[src/rtl/lc_pkg.sv]
package lc_pkg;
  typedef enum logic [1:0] {OP_IDLE, OP_INIT, OP_SOP, OP_WORD} lc_op_e;
endpackage

[src/rtl/lc_op_dec.sv]
module lc_op_dec
  import lc_pkg::*;
(
  input  logic   init_i,
  input  logic   sop_i,
  input  logic   word_vld_i,
  output lc_op_e op_o
);
  always_comb begin
    if (init_i)          op_o = OP_INIT;
    else if (sop_i)      op_o = OP_SOP;
    else if (word_vld_i) op_o = OP_WORD;
    else                 op_o = OP_IDLE;
  end
endmodule

[src/rtl/lc_gen.sv]
module lc_gen
  import lc_pkg::*;
#(
  parameter int unsigned W = 16,
  parameter logic [W-1:0] INIT_X = 16'h6DDB,
  parameter logic [W-1:0] INIT_Y = 16'hDD6D
) (
  input  logic         clk_i,
  input  logic         rst_ni,
  input  lc_op_e       op_i,
  input  logic [W-1:0] word_i,
  output logic [W-1:0] x_o,
  output logic [W-1:0] y_o,
  output logic         c_o,
  output logic         d_o
);
  logic [W-1:0] x_q, y_q, enc, x_n;
  logic [W:0]   sum;
  logic         c_q, d_q;

  always_comb begin
    sum = {1'b0, x_q} + {1'b0, y_q} + {{W{1'b0}}, c_q};
    enc = word_i - {{(W-1){1'b0}}, d_q};  // subtract D: keeps decode exact
    x_n = sum[W-1:0] + enc;
  end

  always_ff @(posedge clk_i or negedge rst_ni) begin
    if (!rst_ni) begin
      x_q <= INIT_X;
      y_q <= INIT_Y;
      c_q <= 1'b0;
      d_q <= 1'b0;
    end else begin
      case (op_i)
        OP_INIT: begin
          x_q <= INIT_X;
          y_q <= INIT_Y;
          c_q <= 1'b0;
          d_q <= 1'b0;
        end
        OP_WORD: begin
          x_q <= x_n;
          y_q <= x_q;
          c_q <= sum[W];
          d_q <= x_q[W-1];
        end
        default: ;
      endcase
    end
  end

  assign x_o = x_q;
  assign y_o = y_q;
  assign c_o = c_q;
  assign d_o = d_q;
endmodule

[src/rtl/lc_prefix.sv]
module lc_prefix (
  input  logic       c_i,
  input  logic       d_i,
  output logic [1:0] pfx_o
);
  // half-adder: {carry, sum}; 2'b11 cannot occur
  assign pfx_o = {c_i & d_i, c_i ^ d_i};
endmodule

[src/rtl/lc_scrambler_enc.sv]
module lc_scrambler_enc
  import lc_pkg::*;
#(
  parameter int unsigned W = 16,
  parameter logic [W-1:0] INIT_X = 16'h6DDB,
  parameter logic [W-1:0] INIT_Y = 16'hDD6D,
  parameter logic [W-1:0] START  = 16'h0000,
  localparam int unsigned SW = W + 2
) (
  input  logic          clk_i,
  input  logic          rst_ni,
  input  logic          init_i,
  input  logic          sop_i,
  input  logic          word_vld_i,
  input  logic [W-1:0]  word_i,
  output logic [SW-1:0] sym_o,
  output logic          sym_vld_o
);
  lc_op_e       op;
  logic [W-1:0] gx, gy;
  logic         gc, gd;
  logic [1:0]   pfx;
  logic [SW-1:0] sym_q;
  logic          vld_q;

  lc_op_dec u_dec (
    .init_i(init_i), .sop_i(sop_i), .word_vld_i(word_vld_i), .op_o(op)
  );

  lc_gen #(.W(W), .INIT_X(INIT_X), .INIT_Y(INIT_Y)) u_gen (
    .clk_i(clk_i), .rst_ni(rst_ni), .op_i(op), .word_i(word_i),
    .x_o(gx), .y_o(gy), .c_o(gc), .d_o(gd)
  );

  lc_prefix u_pfx (.c_i(gc), .d_i(gd), .pfx_o(pfx));

  always_ff @(posedge clk_i or negedge rst_ni) begin
    if (!rst_ni) begin
      sym_q <= '0;
      vld_q <= 1'b0;
    end else begin
      case (op)
        OP_WORD: begin
          sym_q <= {pfx, word_i ^ gx};
          vld_q <= 1'b1;
        end
        OP_SOP: begin
          sym_q <= {2'b11, START};
          vld_q <= 1'b1;
        end
        default: vld_q <= 1'b0;
      endcase
    end
  end

  assign sym_o     = sym_q;
  assign sym_vld_o = vld_q;
endmodule

[config.mk]
export PLATFORM = sky130hd
export DESIGN_NAME = lc_scrambler_enc
export DESIGN_NICKNAME = d
export VERILOG_FILES = /design/src/rtl/lc_pkg.sv /design/src/rtl/lc_op_dec.sv /design/src/rtl/lc_gen.sv /design/src/rtl/lc_prefix.sv /design/src/rtl/lc_scrambler_enc.sv
export SDC_FILE = /design/constraint.sdc
export NUM_CORES = 1
export LEC_CHECK = 0
export ABC_AREA = 1
export CAP_MARGIN = 20
export CORE_MARGIN = 4
export CORE_UTILIZATION = 50
export CTS_CLUSTER_SIZE = 24
export DETAILED_ROUTE_END_ITERATION = 8
export PLACE_DENSITY = 0.71
export SETUP_SLACK_MARGIN = 0.15
export SLEW_MARGIN = 25
export SYNTH_ARGS = -nofsm -noshare
export SYNTH_HDL_FRONTEND = slang
export SYNTH_HIERARCHICAL = 1
export SYNTH_SLANG_ARGS = --single-unit
[constraint.sdc]
create_clock -name clk_i -period 7.9 [get_ports clk_i]
set_input_delay 1.185 -clock clk_i [delete_from_list [all_inputs] [get_ports clk_i]]
set_output_delay 1.185 -clock clk_i [all_outputs]
set_load 0.005 [all_outputs]
After elaboration in Yosys (flattened, before gate mapping) --
Cells that the tools add are included.
Cells by class: $lt $le $gt $ge 0, shift operators 0, divide/modulo/power cells 0, bitwise logic cells 3, add/sub/neg operators 4, reduce and logical (&&, ||, !) cells 3, mux-type cells 9, eq/ne operators 3, multiply operators 0
Operators by type and width (number):
- $pmux W16 S2 | 2
- $pmux W18 S2 | 1
- $add A16 B16 Y17 | 1
- $add A17 B1 Y17 | 1
- $add A16 B16 Y16 | 1
- $sub A16 B1 Y16 | 1
- $xor A16 B16 Y16 | 1
- $mux W2 | 3
- $eq A2 B2 Y1 const B | 2
- $pmux W1 S2 | 2
- $reduce_bool A2 Y1 | 2
- $eq A2 B1 Y1 const B | 1
- $reduce_or A2 Y1 | 1
- $and A1 B1 Y1 | 1
- $mux W1 | 1
- $xor A1 B1 Y1 | 1
Word-level totals: bits in read-only memories 0, RAM bits 0, register bits 53, word-level logic and storage cells 28, output and inout port bits 19, bits in latches 0, memories kept 0, input port bits 21

Depth between registers and ports, before layout --
Gate-level depths: netlist of run 1.
word-level depth 6, mapped depth 24, depth with buffers taken out 24

Hierarchy --
The synthesis of run 1 kept the hierarchy.
Modules (own cells, without submodules):
- lc_gen | times used 1, sequential area each 878.3 um^2, area an instance 3249.4 um^2, cells an instance 449
- lc_scrambler_enc | times used 1, sequential area each 475.5 um^2, area an instance 1014.7 um^2, cells an instance 144
- lc_op_dec | times used 1, sequential area each 0.0 um^2, area an instance 22.5 um^2, cells an instance 6
- lc_prefix | times used 1, sequential area each 0.0 um^2, area an instance 12.5 um^2, cells an instance 1

Worst setup path after synthesis of run 1 --
OpenSTA, ideal clock, no wires.
kind register to register, from reg u_gen.x_q[0], in the netlist u_gen/x_o[0], to reg u_gen.x_q[15], in the netlist u_gen/x_o[15], cell stages (with the launch flop) 24, buffers on the path 0, required time 7.783 ns, path slack 4.736 ns, arrival 3.047 ns, period minus slack after synthesis 3.164 ns, library setup time 0.117 ns, cell sequence dfstp_2 -> fa_1 -> inv_1 -> fa_1 -> o21ai_2 -> a31o_2 -> nand2_1 -> nand3b_1 -> nand2_1 -> ha_1 -> inv_1 -> ha_1 -> nand2_1 -> inv_1 -> nand2_1 -> nand2_1 -> inv_1 -> nor2_1 -> nor2_1 -> nand2_1 -> inv_1 -> nand2_1 -> nand3_1 -> nand2_1
On the way: word-level cells in the longest chain between the ends 4
Ends and longest elaborated chain:
- start: declaration | RTL line lc_gen.sv:17 | logic [W-1:0] x_q, y_q, enc, x_n;
- start signal: assignment | RTL line lc_gen.sv:42 | x_q <= x_n;
- $add A16 B16 Y17 | RTL line lc_gen.sv:22 | sum = {1'b0, x_q} + {1'b0, y_q} + {{W{1'b0}}, c_q};
- $add A17 B1 Y17 | RTL line lc_gen.sv:22
- $add A16 B16 Y16 | RTL line lc_gen.sv:24 | x_n = sum[W-1:0] + enc;
- $pmux W16 S2 | RTL line lc_gen.sv:34 | case (op_i)
Every way passes these cells. A chain may end at the register's enable or synchronous reset.

Final worst setup path of run 1 --
Ends and elaborated chain as after synthesis.

==> metrics.log, run 1 <==
[metrics] clock buffer count from CTS: 5
[metrics] detailed placer's ending HPWL: 7990 microns
[metrics] share of final-layout standard cells stronger than drive strength 1: 8.27%
[metrics] HP Class: reg -> reg
[metrics] fin. max-slew vios: 0
[metrics] average size of a mapped cell: 7.17 sq um
[metrics] number of antenna-violating nets in the routed design: 0
[metrics] number of port buffers: 39
[metrics] Starting Density: 51.8%
[metrics] worst-margin pin slew: 684 ps
[metrics] unrepaired setup endpoints after global routing: no
[metrics] top cells by instance count after synthesis: sky130_fd_sc_hd__nand2_1 (169), sky130_fd_sc_hd__inv_1 (134), sky130_fd_sc_hd__ha_1 (46)
[metrics] worst setup path class: reg -> reg
[metrics] final global-route overflow total: 0
[metrics] Final Worst Setup Slack: 4390 ps
[metrics] Clock Tree Root: sky130_fd_sc_hd__clkbuf_8
[metrics] final weighted congestion of routability-driven global placement: 0.934
[metrics] Synth area leader: sky130_fd_sc_hd__dfrtp_1
[metrics] achievable clock frequency: 0.285 GHz
[metrics] Yosys warnings: 6
[metrics] Most Frequent Cell on Critical Path: sky130_fd_sc_hd__nand2_1
[metrics] first-pass GRT wire length: 17700 microns
[metrics] pre-CTS setup slack: 4390 ps
[metrics] critical path required time: 8100 ps
[metrics] cell with the most instances after synthesis: sky130_fd_sc_hd__nand2_1
[metrics] antenna violations before repair: 0
[metrics] TNS Setup: 0 ps
[metrics] clock latency reported for the late side of the worst-skew pair: 300 ps
[metrics] Antenna Cells: 0
[metrics] Total GRT Usage: 21.6%
[metrics] total vias in the final route: 3834
[metrics] number of synthesized register bits: 53
[metrics] share of the clock period used by the worst path after layout: 44.4%
[metrics] CP max-delay cell: sky130_fd_sc_hd__dfstp_2
[metrics] Initial DRC Count: 179
[metrics] DR vias/cell: 5.14
[metrics] Crit path max-delay family: adder cells
[metrics] Max transition margin: 54.4%
[metrics] proportion of synthesized flip-flops having asynchronous set or reset: 100%
[metrics] Boundary Pins: 40
[metrics] Die Span X: 101 microns
[metrics] net count of the finished layout: 710
[metrics] Setup crit end kind: flip-flop
[metrics] top cells by area, synth: sky130_fd_sc_hd__dfrtp_1 (18%), sky130_fd_sc_hd__nand2_1 (15%), sky130_fd_sc_hd__dfstp_2 (13%)
[metrics] max capacitance violation total: 0
[metrics] pin count of the biggest net entering global routing: 54
[metrics] clock-pin transition on the worst setup and hold timing paths: 100 ps
[metrics] status: finished, final reports clean
[metrics] cell area after synthesis: 4300 sq um
[metrics] via count of the first global-routing pass: 3758
[metrics] Max Clock Skew: 7.72 ps
[metrics] number of remaining DRC errors: 0
[metrics] CTS tree: done
[metrics] area taken by flip-flops and latches: 1350 sq um
[metrics] share of Yosys cell area claimed by the top area cell type: 18.0%
[metrics] multi-input combinational cell area: 2360 sq um
[metrics] prevailing post-synth register cell: sky130_fd_sc_hd__dfrtp_1
[metrics] buffers and inverters on the worst path: 4
[metrics] H-tree Lvls: 2
[metrics] cts repair resizes: 0
[metrics] delay of the slowest cell on the worst path: 580 ps
[metrics] number of optimization iterations in the first detailed-route pass: 5
[metrics] setup repair bufs after CTS: 0
[metrics] CTS Hold Bufs: 0
[metrics] post-detailed-routing wire length: 10400 microns
[metrics] number of instances in the synthesized netlist: 600
[metrics] Layout Cell Area excl Fill: 4870 sq um
[metrics] placeable core area: 8300 sq um
[metrics] top fanout value on the critical path: 5
[metrics] data arrival time at the worst-slack endpoint: 3710 ps
[metrics] clock sink count: 53
[metrics] sequential share of the synthesized area: 31.5%
[metrics] total setup violations reported at the end of the flow: 0
[metrics] cell-by-cell trace of the critical path: fa_1, inv_1, fa_1, o21ai_2, a31o_2, nand2_1, nand3b_1, nand2_1, ha_1, inv_1, ha_1, a21oi_1, nand2_1, inv_1, nor2_1, nor2_1, nand2_1, inv_1, nand2_1, nand3_1, nand2_1
[metrics] drt wl/cell: 13.9 microns
[metrics] number of failing hold endpoints at the final stage: 0
[metrics] cell area reported after detailed placement: 4770 sq um
[metrics] Die Height: 101 microns
[metrics] number of buffers on the longest clock path: 2
[metrics] number of flops mapped to enable cells by yosys: 0
[metrics] startpoint type of the worst setup path: flip-flop
[metrics] Synth-to-Final Area Change: 13.4%
[metrics] Site Rows: 33
[metrics] number of distinct library cells after synthesis: 41
[metrics] post-synth net total: 670
[metrics] Fillers: 780
[metrics] clock period minus final worst setup slack: 3510 ps
[metrics] Die Footprint: 10100 sq um
==> layout make-up <==
type / instances / share of cell area [%]
clock buffer: 6 / 1.49
clock inverter: 2 / 0.719
inverter: 138 / 10.7
multi-input combinational: 401 / 48.4
sequential: 53 / 27.8
tap: 105 / 2.70
timing repair buffer: 41 / 8.21
==> final timing paths <==
path / start / to / slack (ps) / cells after the start
setup reg to reg: u_gen/x_o[0] / u_gen/x_o[15] / 4390 / 21
hold reg to reg: sym_o[15] / sym_o[15] / 480 / 2
hold / removal: sym_o[15] / sym_o[15] / 480 / 2
min in group asynchronous: rst_ni / sym_o[5] / 1000 / 2
max in group asynchronous: rst_ni / u_gen/x_o[9] / 6450 / 2
setup / recovery: u_gen/x_o[0] / u_gen/x_o[15] / 4390 / 21
==> cells in the final DEF, fill, tap and decap left out, types with 2 or more instances in the layout <==
master	instances
sky130_fd_sc_hd__nor2_1	29
sky130_fd_sc_hd__nand3_2	6
sky130_fd_sc_hd__nor4_1	2
sky130_fd_sc_hd__a21oi_1	32
sky130_fd_sc_hd__o21bai_1	3
sky130_fd_sc_hd__a21boi_0	2
sky130_fd_sc_hd__o21ai_0	15
sky130_fd_sc_hd__fa_1	3
sky130_fd_sc_hd__dfrtp_1	31
sky130_fd_sc_hd__nor3_1	2
sky130_fd_sc_hd__clkdlybuf4s50_1	38
sky130_fd_sc_hd__o22a_1	7
sky130_fd_sc_hd__xor2_1	11
sky130_fd_sc_hd__inv_1	134
sky130_fd_sc_hd__dfstp_2	22
sky130_fd_sc_hd__xnor2_1	8
sky130_fd_sc_hd__nand2_2	6
sky130_fd_sc_hd__nand2_1	169
sky130_fd_sc_hd__nand4_1	2
sky130_fd_sc_hd__clkbuf_8	5
sky130_fd_sc_hd__nand3b_1	2
sky130_fd_sc_hd__o22ai_1	7
sky130_fd_sc_hd__nand3_1	33
sky130_fd_sc_hd__ha_1	46
sky130_fd_sc_hd__buf_4	2
sky130_fd_sc_hd__a22o_1	3
sky130_fd_sc_hd__o21ai_2	3
sky130_fd_sc_hd__a21oi_2	2
sky130_fd_sc_hd__clkinv_1	2
==> cell families after synthesis <==
group | Yosys count | synth area share [%]
fa+ha+maj | 49 | 14.8
xor+xnor | 19 | 3.87
simple gates | 254 | 25.0
flops | 53 | 31.5
buf+inv | 146 | 13.6
compound gates | 79 | 11.3
==> worst reg2reg max path: stages (launching register included) <==
cell	delay [ps]
sky130_fd_sc_hd__dfstp_2	580
sky130_fd_sc_hd__fa_1	220
sky130_fd_sc_hd__inv_1	60
sky130_fd_sc_hd__fa_1	430
sky130_fd_sc_hd__o21ai_2	240
sky130_fd_sc_hd__a31o_2	200
sky130_fd_sc_hd__nand2_1	70
sky130_fd_sc_hd__nand3b_1	90
sky130_fd_sc_hd__nand2_1	70
sky130_fd_sc_hd__ha_1	270
sky130_fd_sc_hd__inv_1	40
sky130_fd_sc_hd__ha_1	340
sky130_fd_sc_hd__a21oi_1	230
sky130_fd_sc_hd__nand2_1	80
sky130_fd_sc_hd__inv_1	80
sky130_fd_sc_hd__nor2_1	40
sky130_fd_sc_hd__nor2_1	80
sky130_fd_sc_hd__nand2_1	70
sky130_fd_sc_hd__inv_1	50
sky130_fd_sc_hd__nand2_1	40
sky130_fd_sc_hd__nand3_1	60
sky130_fd_sc_hd__nand2_1	60
==> sequential cells by signal, indices dropped and copies added, names as in the netlist <==
register and flops:
sym_o 18, u_gen/x_o 16, u_gen/y_o 16, sym_vld_o 1, u_gen/c_o 1, u_gen/d_o 1
==> routing by layer <==
metal | vias up | GRT usage [%] | wire length, microns
li1 | 1950 | - | -
met4 | 0 | 5.91 | 134
met1 | 1774 | 30.5 | 5100
met5 | - | 0 | 0
met3 | 11 | 2.77 | 446
met2 | 99 | 34.6 | 4680
==> through the flow <==
stage	hold WS, ps	util (%)	std cells
final	485	58.7	746
after detailed placement	464	57.4	738
after global routing	510	58.7	746
after global placement	461	57.4	738
after CTS	489	58.7	746
after floorplan	457	-	600
Power of run 1 is not shown: default switching activity piles up to over one toggle a cycle in this logic, so the estimate is an artifact.
==> run 2, diff against run 1 <==
Settings changed: PLACE_DENSITY 0.71 to 0.74.
Clock period 7.9 ns to 2.8 ns, I/O delays scaled along.
==> metrics.log, run 2 (synthesis gave the netlist of run 1 again) <==
[metrics] Antenna Cells: 0 (unchanged)
[metrics] data arrival time at the worst-slack endpoint: 3470 ps (-240 ps)
[metrics] Total GRT Usage: 24.7% (+3.1 points)
[metrics] detailed route wirelength on metal3: 972 microns (+120%)
[metrics] failing checks: negative setup slack
[metrics] worst-margin pin slew: 633 ps (-51.8 ps)
[metrics] filler-free cell count of the finished design: 814 (+9.1%)
[metrics] leading cell types in the layout, fill and taps excluded: sky130_fd_sc_hd__nand2_1 (151), sky130_fd_sc_hd__inv_1 (122), sky130_fd_sc_hd__buf_4 (66)
[metrics] net count of the finished layout: 778 (+9.6%)
[metrics] share of the clock period used by the worst path after layout: 116% (+72 points)
[metrics] clock period minus final worst setup slack: 3250 ps (-258 ps)
[metrics] met1 WL: 5430 microns (+6.4%)
[metrics] antenna violations before repair: 0 (unchanged)
[metrics] achievable clock frequency: 0.308 GHz (+7.9%)
[metrics] area taken by flip-flops and latches: 1350 sq um (unchanged)
[metrics] Max transition margin: 57.8% (+3.4 points)
[metrics] number of remaining DRC errors: 0 (unchanged)
[metrics] post-detailed-routing wire length: 13100 microns (+26%)
[metrics] number of antenna-violating nets in the routed design: 0 (unchanged)
[metrics] DR vias/cell: 5.29 (+3.0%)
[metrics] clock-pin transition on the worst setup and hold timing paths: 110 ps (about the same)
[metrics] leading cell type in the layout, fill and taps excluded: sky130_fd_sc_hd__nand2_1
[metrics] Starting Density: 51.8% (unchanged)
[metrics] Die Height: 101 microns (unchanged)
[metrics] number of buffers on the longest clock path: 2 (unchanged)
[metrics] CTS tree: done
[metrics] Die Span X: 101 microns (unchanged)
[metrics] Site Rows: 33 (unchanged)
[metrics] clock buffer count from CTS: 5 (unchanged)
[metrics] fin. max-slew vios: 0 (unchanged)
[metrics] multi-input combinational cell area: 2890 sq um (+23%)
[metrics] Clock Tree Root: sky130_fd_sc_hd__clkbuf_8
[metrics] pin count of the biggest net entering global routing: 33 (-39%)
[metrics] number of optimization iterations in the first detailed-route pass: 5 (unchanged)
[metrics] HP Class: in -> async
[metrics] cell-by-cell trace of the critical path: fa_2, inv_2, fa_2, o21ai_4, a31o_4, nand2_2, nand3b_1, nand2_2, ha_4, inv_2, ha_4, a21oi_2, nand2_1, inv_2, nor2_1, nor2_1, nand2_1, inv_1, nand2_1, nand3_1, nand2_1
[metrics] startpoint type of the worst setup path: flip-flop
[metrics] final weighted congestion of routability-driven global placement: 0.938 (+0.40%)
[metrics] total vias in the final route: 4309 (+12%)
[metrics] clock latency reported for the late side of the worst-skew pair: 310 ps (about the same)
[metrics] Synth-to-Final Area Change: 37.7%
[metrics] final global-route overflow total: 0 (unchanged)
[metrics] number of instances in the placed design: 794 (+7.6%)
[metrics] status: finished with violations
[metrics] number of failing hold endpoints at the final stage: 0 (unchanged)
[metrics] CP max-delay cell: sky130_fd_sc_hd__dfstp_2
[metrics] top fanout value on the critical path: 4 (-1)
[metrics] Die Footprint: 10100 sq um (unchanged)
[metrics] share of final-layout standard cells stronger than drive strength 1: 29.2% (+21 points)
[metrics] first-pass GRT wire length: 20000 microns (+13%)
[metrics] Initial DRC Count: 273 (+53%)
[metrics] number of port buffers: 39 (unchanged)
[metrics] Boundary Pins: 40 (unchanged)
[metrics] Max Clock Skew: 11.7 ps (+4.02 ps)
[metrics] unrepaired setup endpoints after global routing: yes
[metrics] Fillers: 628 (-19%)
[metrics] wire length on met2: 6380 microns (+36%)
[metrics] critical path required time: 3020 ps (-5080 ps)
[metrics] worst setup path class: reg -> reg
[metrics] max capacitance violation total: 0 (unchanged)
[metrics] H-tree Lvls: 2 (unchanged)
[metrics] delay of the slowest cell on the worst path: 560 ps (-20 ps)
[metrics] placeable core area: 8300 sq um (unchanged)
[metrics] Final Worst Setup Slack: -450 ps (-4840 ps)
[metrics] total setup violations reported at the end of the flow: 13 (+13)
[metrics] clock sink count: 53 (unchanged)
[metrics] number of flip-flops under the largest register name: 18 (unchanged)
[metrics] Setup crit end kind: flip-flop
[metrics] via count of the first global-routing pass: 4302 (+14%)
[metrics] Most Frequent Cell on Critical Path: sky130_fd_sc_hd__nand2_1
[metrics] drt wl/cell: 16.1 microns (+16%)
[metrics] detailed placer's ending HPWL: 9000 microns (+13%)
[metrics] uppermost routed layer: met4
-- run 2: cell type report --
cell class | count | area share (%)
clock buffers | 6 | 1.23
multi-input cells | 401 | 48.9
flip-flops and latches | 53 | 22.9
repair buffers | 109 | 15.8
clock inverters | 2 | 0.254
inverters | 138 | 8.79
well taps | 105 | 2.22
-- run 2: stage by stage --
stage / setup slack (ps) / area, sq um / util [%] / setup TNS (ps) / hold WS (ps)
final: -450 / 5920 / 71.3 / -4890 / 79.5
after global routing: -622 / 5920 / 71.3 / -6330 / 104
after detailed placement: -418 / 5320 / 64.1 / -3680 / 426
after CTS: -382 / 5670 / 68.3 / -3270 / 82.7
after global placement: -371 / 5320 / 64.1 / -2980 / 417
after floorplan: -190 / 4420 / - / -793 / 124
-- run 2: final timing paths --
kind	start	to	slack (ps)	cells after the start
max in group asynchronous	rst_ni	u_gen/y_o[14]	2070	2
min reg2reg	sym_o[15]	sym_o[15]	480	2
min	rst_ni	sym_o[5]	80	1
max	u_gen/x_o[0]	u_gen/x_o[15]	-450	21
min in group clk_i	sym_o[15]	sym_o[15]	480	2
max reg2reg	u_gen/x_o[0]	u_gen/x_o[15]	-450	21
-- run 2: critical path, delay by kind of cell (launching register included) --
family                     cells  cell delay [ps]
adders and majority gates      4             1150
and+or+nand+nor               10              720
DFF                            1              560
AOI/OAI and AO/OA              3              550
buffers and inverters          4              190
-- run 2: what timing repair did --
action	in CTS	in global routing
buffers inserted	7	5
pin swaps	30	20
hold buffers	0	0
setup endpoints to repair	14	14
resized for setup	37	47
-- run 2: per-layer routing --
metal,GRT usage (%),vias to the layer above
li1,-,2076
met1,33.8,1998
met2,42.4,203
met3,1.87,32
met4,5.91,0
met5,0,-
Power of run 2 is left out for the same reason.
==> run 3, diff against run 2 <==
Settings changed: REMOVE_ABC_BUFFERS from default to 1.
==> metrics.log, run 3 (synthesis gave the netlist of run 1 again) <==
[metrics] number of optimization iterations in the first detailed-route pass: 5 (unchanged)
[metrics] leading cell types in the layout, fill and taps excluded: sky130_fd_sc_hd__nand2_1 (154), sky130_fd_sc_hd__inv_1 (124), sky130_fd_sc_hd__buf_4 (70)
[metrics] share of final-layout standard cells stronger than drive strength 1: 28.2% (-0.97 points)
[metrics] first-pass GRT wire length: 19700 microns (-1.4%)
[metrics] number of port buffers: 39 (unchanged)
[metrics] Starting Density: 51.8% (unchanged)
[metrics] Boundary Pins: 40 (unchanged)
[metrics] net count of the finished layout: 781 (+0.39%)
[metrics] DR vias/cell: 5.19 (-1.9%)
[metrics] leading cell type in the layout, fill and taps excluded: sky130_fd_sc_hd__nand2_1
[metrics] capturing instance or port of the critical path: u_gen/x_o[15]
[metrics] worst-case register-to-register setup slack: -510 ps (-60 ps)
[metrics] placeable core area: 8300 sq um (unchanged)
[metrics] worst-case reg-to-reg path depth: 20 (-4.8%)
[metrics] share of the clock period used by the worst path after layout: 118% (+2.2 points)
[metrics] number of antenna-violating nets in the routed design: 0 (unchanged)
[metrics] top fanout value on the critical path: 4 (unchanged)
[metrics] max capacitance violation total: 0 (unchanged)
[metrics] unrepaired setup endpoints after global routing: yes
[metrics] Die Span X: 101 microns (unchanged)
[metrics] data arrival time at the worst-slack endpoint: 3530 ps (+60 ps)
[metrics] met1 GRT Util: 32.0% (-1.8 points)
[metrics] Antenna Cells: 0 (unchanged)
[metrics] Die Footprint: 10100 sq um (unchanged)
[metrics] startpoint type of the worst setup path: flip-flop
[metrics] global-route track usage on met2: 41.2% (-1.2 points)
[metrics] critical path required time: 3010 ps (about the same)
[metrics] detailed placer's ending HPWL: 8560 microns (-4.9%)
[metrics] clock latency reported for the late side of the worst-skew pair: 320 ps (about the same)
[metrics] HP Class: in -> async
[metrics] Max transition margin: 59.9% (+2.1 points)
[metrics] final weighted congestion of routability-driven global placement: 0.903 (-3.7%)
[metrics] drt wl/cell: 15.0 microns (-6.8%)
[metrics] H-tree Lvls: 2 (unchanged)
[metrics] post-layout util: 70.3% (-1.1 points)
[metrics] worst-margin pin slew: 601 ps (-31.5 ps)
[metrics] Total GRT Usage: 24.3% (-0.40 points)
[metrics] capturing point of the worst reg2reg path: u_gen/x_o[15]
[metrics] total vias in the final route: 4241 (-1.6%)
[metrics] status: finished with violations
[metrics] fin. max-slew vios: 0 (unchanged)
[metrics] startpoint of the worst-slack reg-to-reg timing path: u_gen/x_o[0]
[metrics] clock buffer count from CTS: 5 (unchanged)
[metrics] worst setup path class: reg -> reg
[metrics] Setup crit end kind: flip-flop
[metrics] number of buffers on the longest clock path: 2 (unchanged)
[metrics] clock sink count: 53 (unchanged)
[metrics] Final Worst Setup Slack: -513 ps (-62.6 ps)
[metrics] post-detailed-routing wire length: 12200 microns (-6.4%)
[metrics] failing checks: negative setup slack
[metrics] number of failing hold endpoints at the final stage: 0 (unchanged)
[metrics] antenna violations before repair: 0 (unchanged)
[metrics] area taken by flip-flops and latches: 1350 sq um (unchanged)
[metrics] CTS tree: done
[metrics] met3 usage: 2.56% (+0.69 points)
[metrics] Fillers: 625 (-0.48%)
[metrics] Synth-to-Final Area Change: 35.6%
[metrics] via count of the first global-routing pass: 4200 (-2.4%)
[metrics] grt peak-use layer: met2
[metrics] number of flip-flops under the largest register name: 18 (unchanged)
[metrics] clock-pin transition on the worst setup and hold timing paths: 110 ps (about the same)
[metrics] number of remaining DRC errors: 0 (unchanged)
[metrics] Site Rows: 33 (unchanged)
[metrics] final global-route overflow total: 0 (unchanged)
[metrics] achievable clock frequency: 0.302 GHz (-1.9%)
[metrics] Max Clock Skew: 14.8 ps (+3.05 ps)
[metrics] pin count of the biggest net entering global routing: 31 (-6.1%)
[metrics] Clock Tree Root: sky130_fd_sc_hd__clkbuf_8
[metrics] Setup crit start: u_gen/x_o[0]
[metrics] clock period minus final worst setup slack: 3310 ps (+62.6 ps)
[metrics] Initial DRC Count: 226 (-17%)
[metrics] total setup violations reported at the end of the flow: 13 (unchanged)
[metrics] multi-input combinational cell area: 2770 sq um (-4.4%)
[metrics] Die Height: 101 microns (unchanged)
-- run 3: cell types whose count changed in the layout (fill, tap and decap cells not counted), moves of 3 or more --
cell	before	now
sky130_fd_sc_hd__nand2_1	151	154
sky130_fd_sc_hd__xor2_2	5	0
sky130_fd_sc_hd__a21oi_2	12	15
sky130_fd_sc_hd__buf_4	66	70
sky130_fd_sc_hd__ha_4	17	11
sky130_fd_sc_hd__ha_2	0	3
sky130_fd_sc_hd__ha_1	29	32
sky130_fd_sc_hd__nand2_2	21	17
sky130_fd_sc_hd__a21oi_1	20	16
sky130_fd_sc_hd__xor2_1	6	11
-- run 3: layout make-up --
type                       count  share of cell area, %
multi-input combinational    401                   47.4
sequential                    53                   23.2
timing repair buffer         112                   16.2
inverter                     138                   8.93
tap                          105                   2.25
clock buffer                   5                   1.18
clock inverter                 3                  0.794
-- run 3: through the flow --
step / instances / cell area (sq um) / setup WS, ps / hold WS, ps / setup TNS (ps)
floorplan: 592 / 4240 / -370 / 124 / -1870
global placement: 800 / 5230 / -452 / 448 / -4080
detailed placement: 800 / 5230 / -540 / 457 / -4860
CTS: 813 / 5630 / -416 / 112 / -3730
global route: 817 / 5830 / -657 / 120 / -6410
finish: 817 / 5830 / -513 / 95.8 / -4760
-- run 3: metal layers --
layer  wire, microns  vias to the layer above  share of wire, %
met5               0                        -                 0
met4             286                        0               2.3
met3             614                       29               5.0
met2            5910                      123                48
met1            5430                     1999                44
li1                -                     2090                 -
-- run 3: how the worst min path moves through the flow --
stage,start,end,slack [ps],depth (start not counted)
final,rst_ni,sym_o[5],100,1
after global routing,rst_ni,sym_o[5],120,1
after CTS,rst_ni,sym_o[5],110,1
after detailed placement,rst_ni,sym_o[5],460,1
after global placement,rst_ni,sym_o[5],450,1
after floorplan,rst_ni,sym_o[0],120,0
-- run 3: timing repair --
item,CTS,global route
endpoints found under the setup margin,14,13
resized for setup,57,37
pin swaps,27,22
hold buffers,0,0
buffers inserted,5,4
-- run 3: worst max-delay path, cell delays in order (launching register included) --
cell and delay (ps):
sky130_fd_sc_hd__dfstp_2 570, sky130_fd_sc_hd__fa_2 220, sky130_fd_sc_hd__inv_2 40, sky130_fd_sc_hd__fa_2 380
sky130_fd_sc_hd__o21ai_2 200, sky130_fd_sc_hd__buf_4 150, sky130_fd_sc_hd__buf_4 100, sky130_fd_sc_hd__buf_6 90
sky130_fd_sc_hd__xnor2_2 60, sky130_fd_sc_hd__ha_1 290, sky130_fd_sc_hd__inv_2 50, sky130_fd_sc_hd__ha_4 290
sky130_fd_sc_hd__nand2_2 80, sky130_fd_sc_hd__nor2_1 100, sky130_fd_sc_hd__nand2_1 80, sky130_fd_sc_hd__nand3_2 130
sky130_fd_sc_hd__nand2_1 70, sky130_fd_sc_hd__nand2_1 90, sky130_fd_sc_hd__nand3_1 70, sky130_fd_sc_hd__nand3_1 80
sky130_fd_sc_hd__nand2_1 60
Power of run 3 is left out for the same reason.
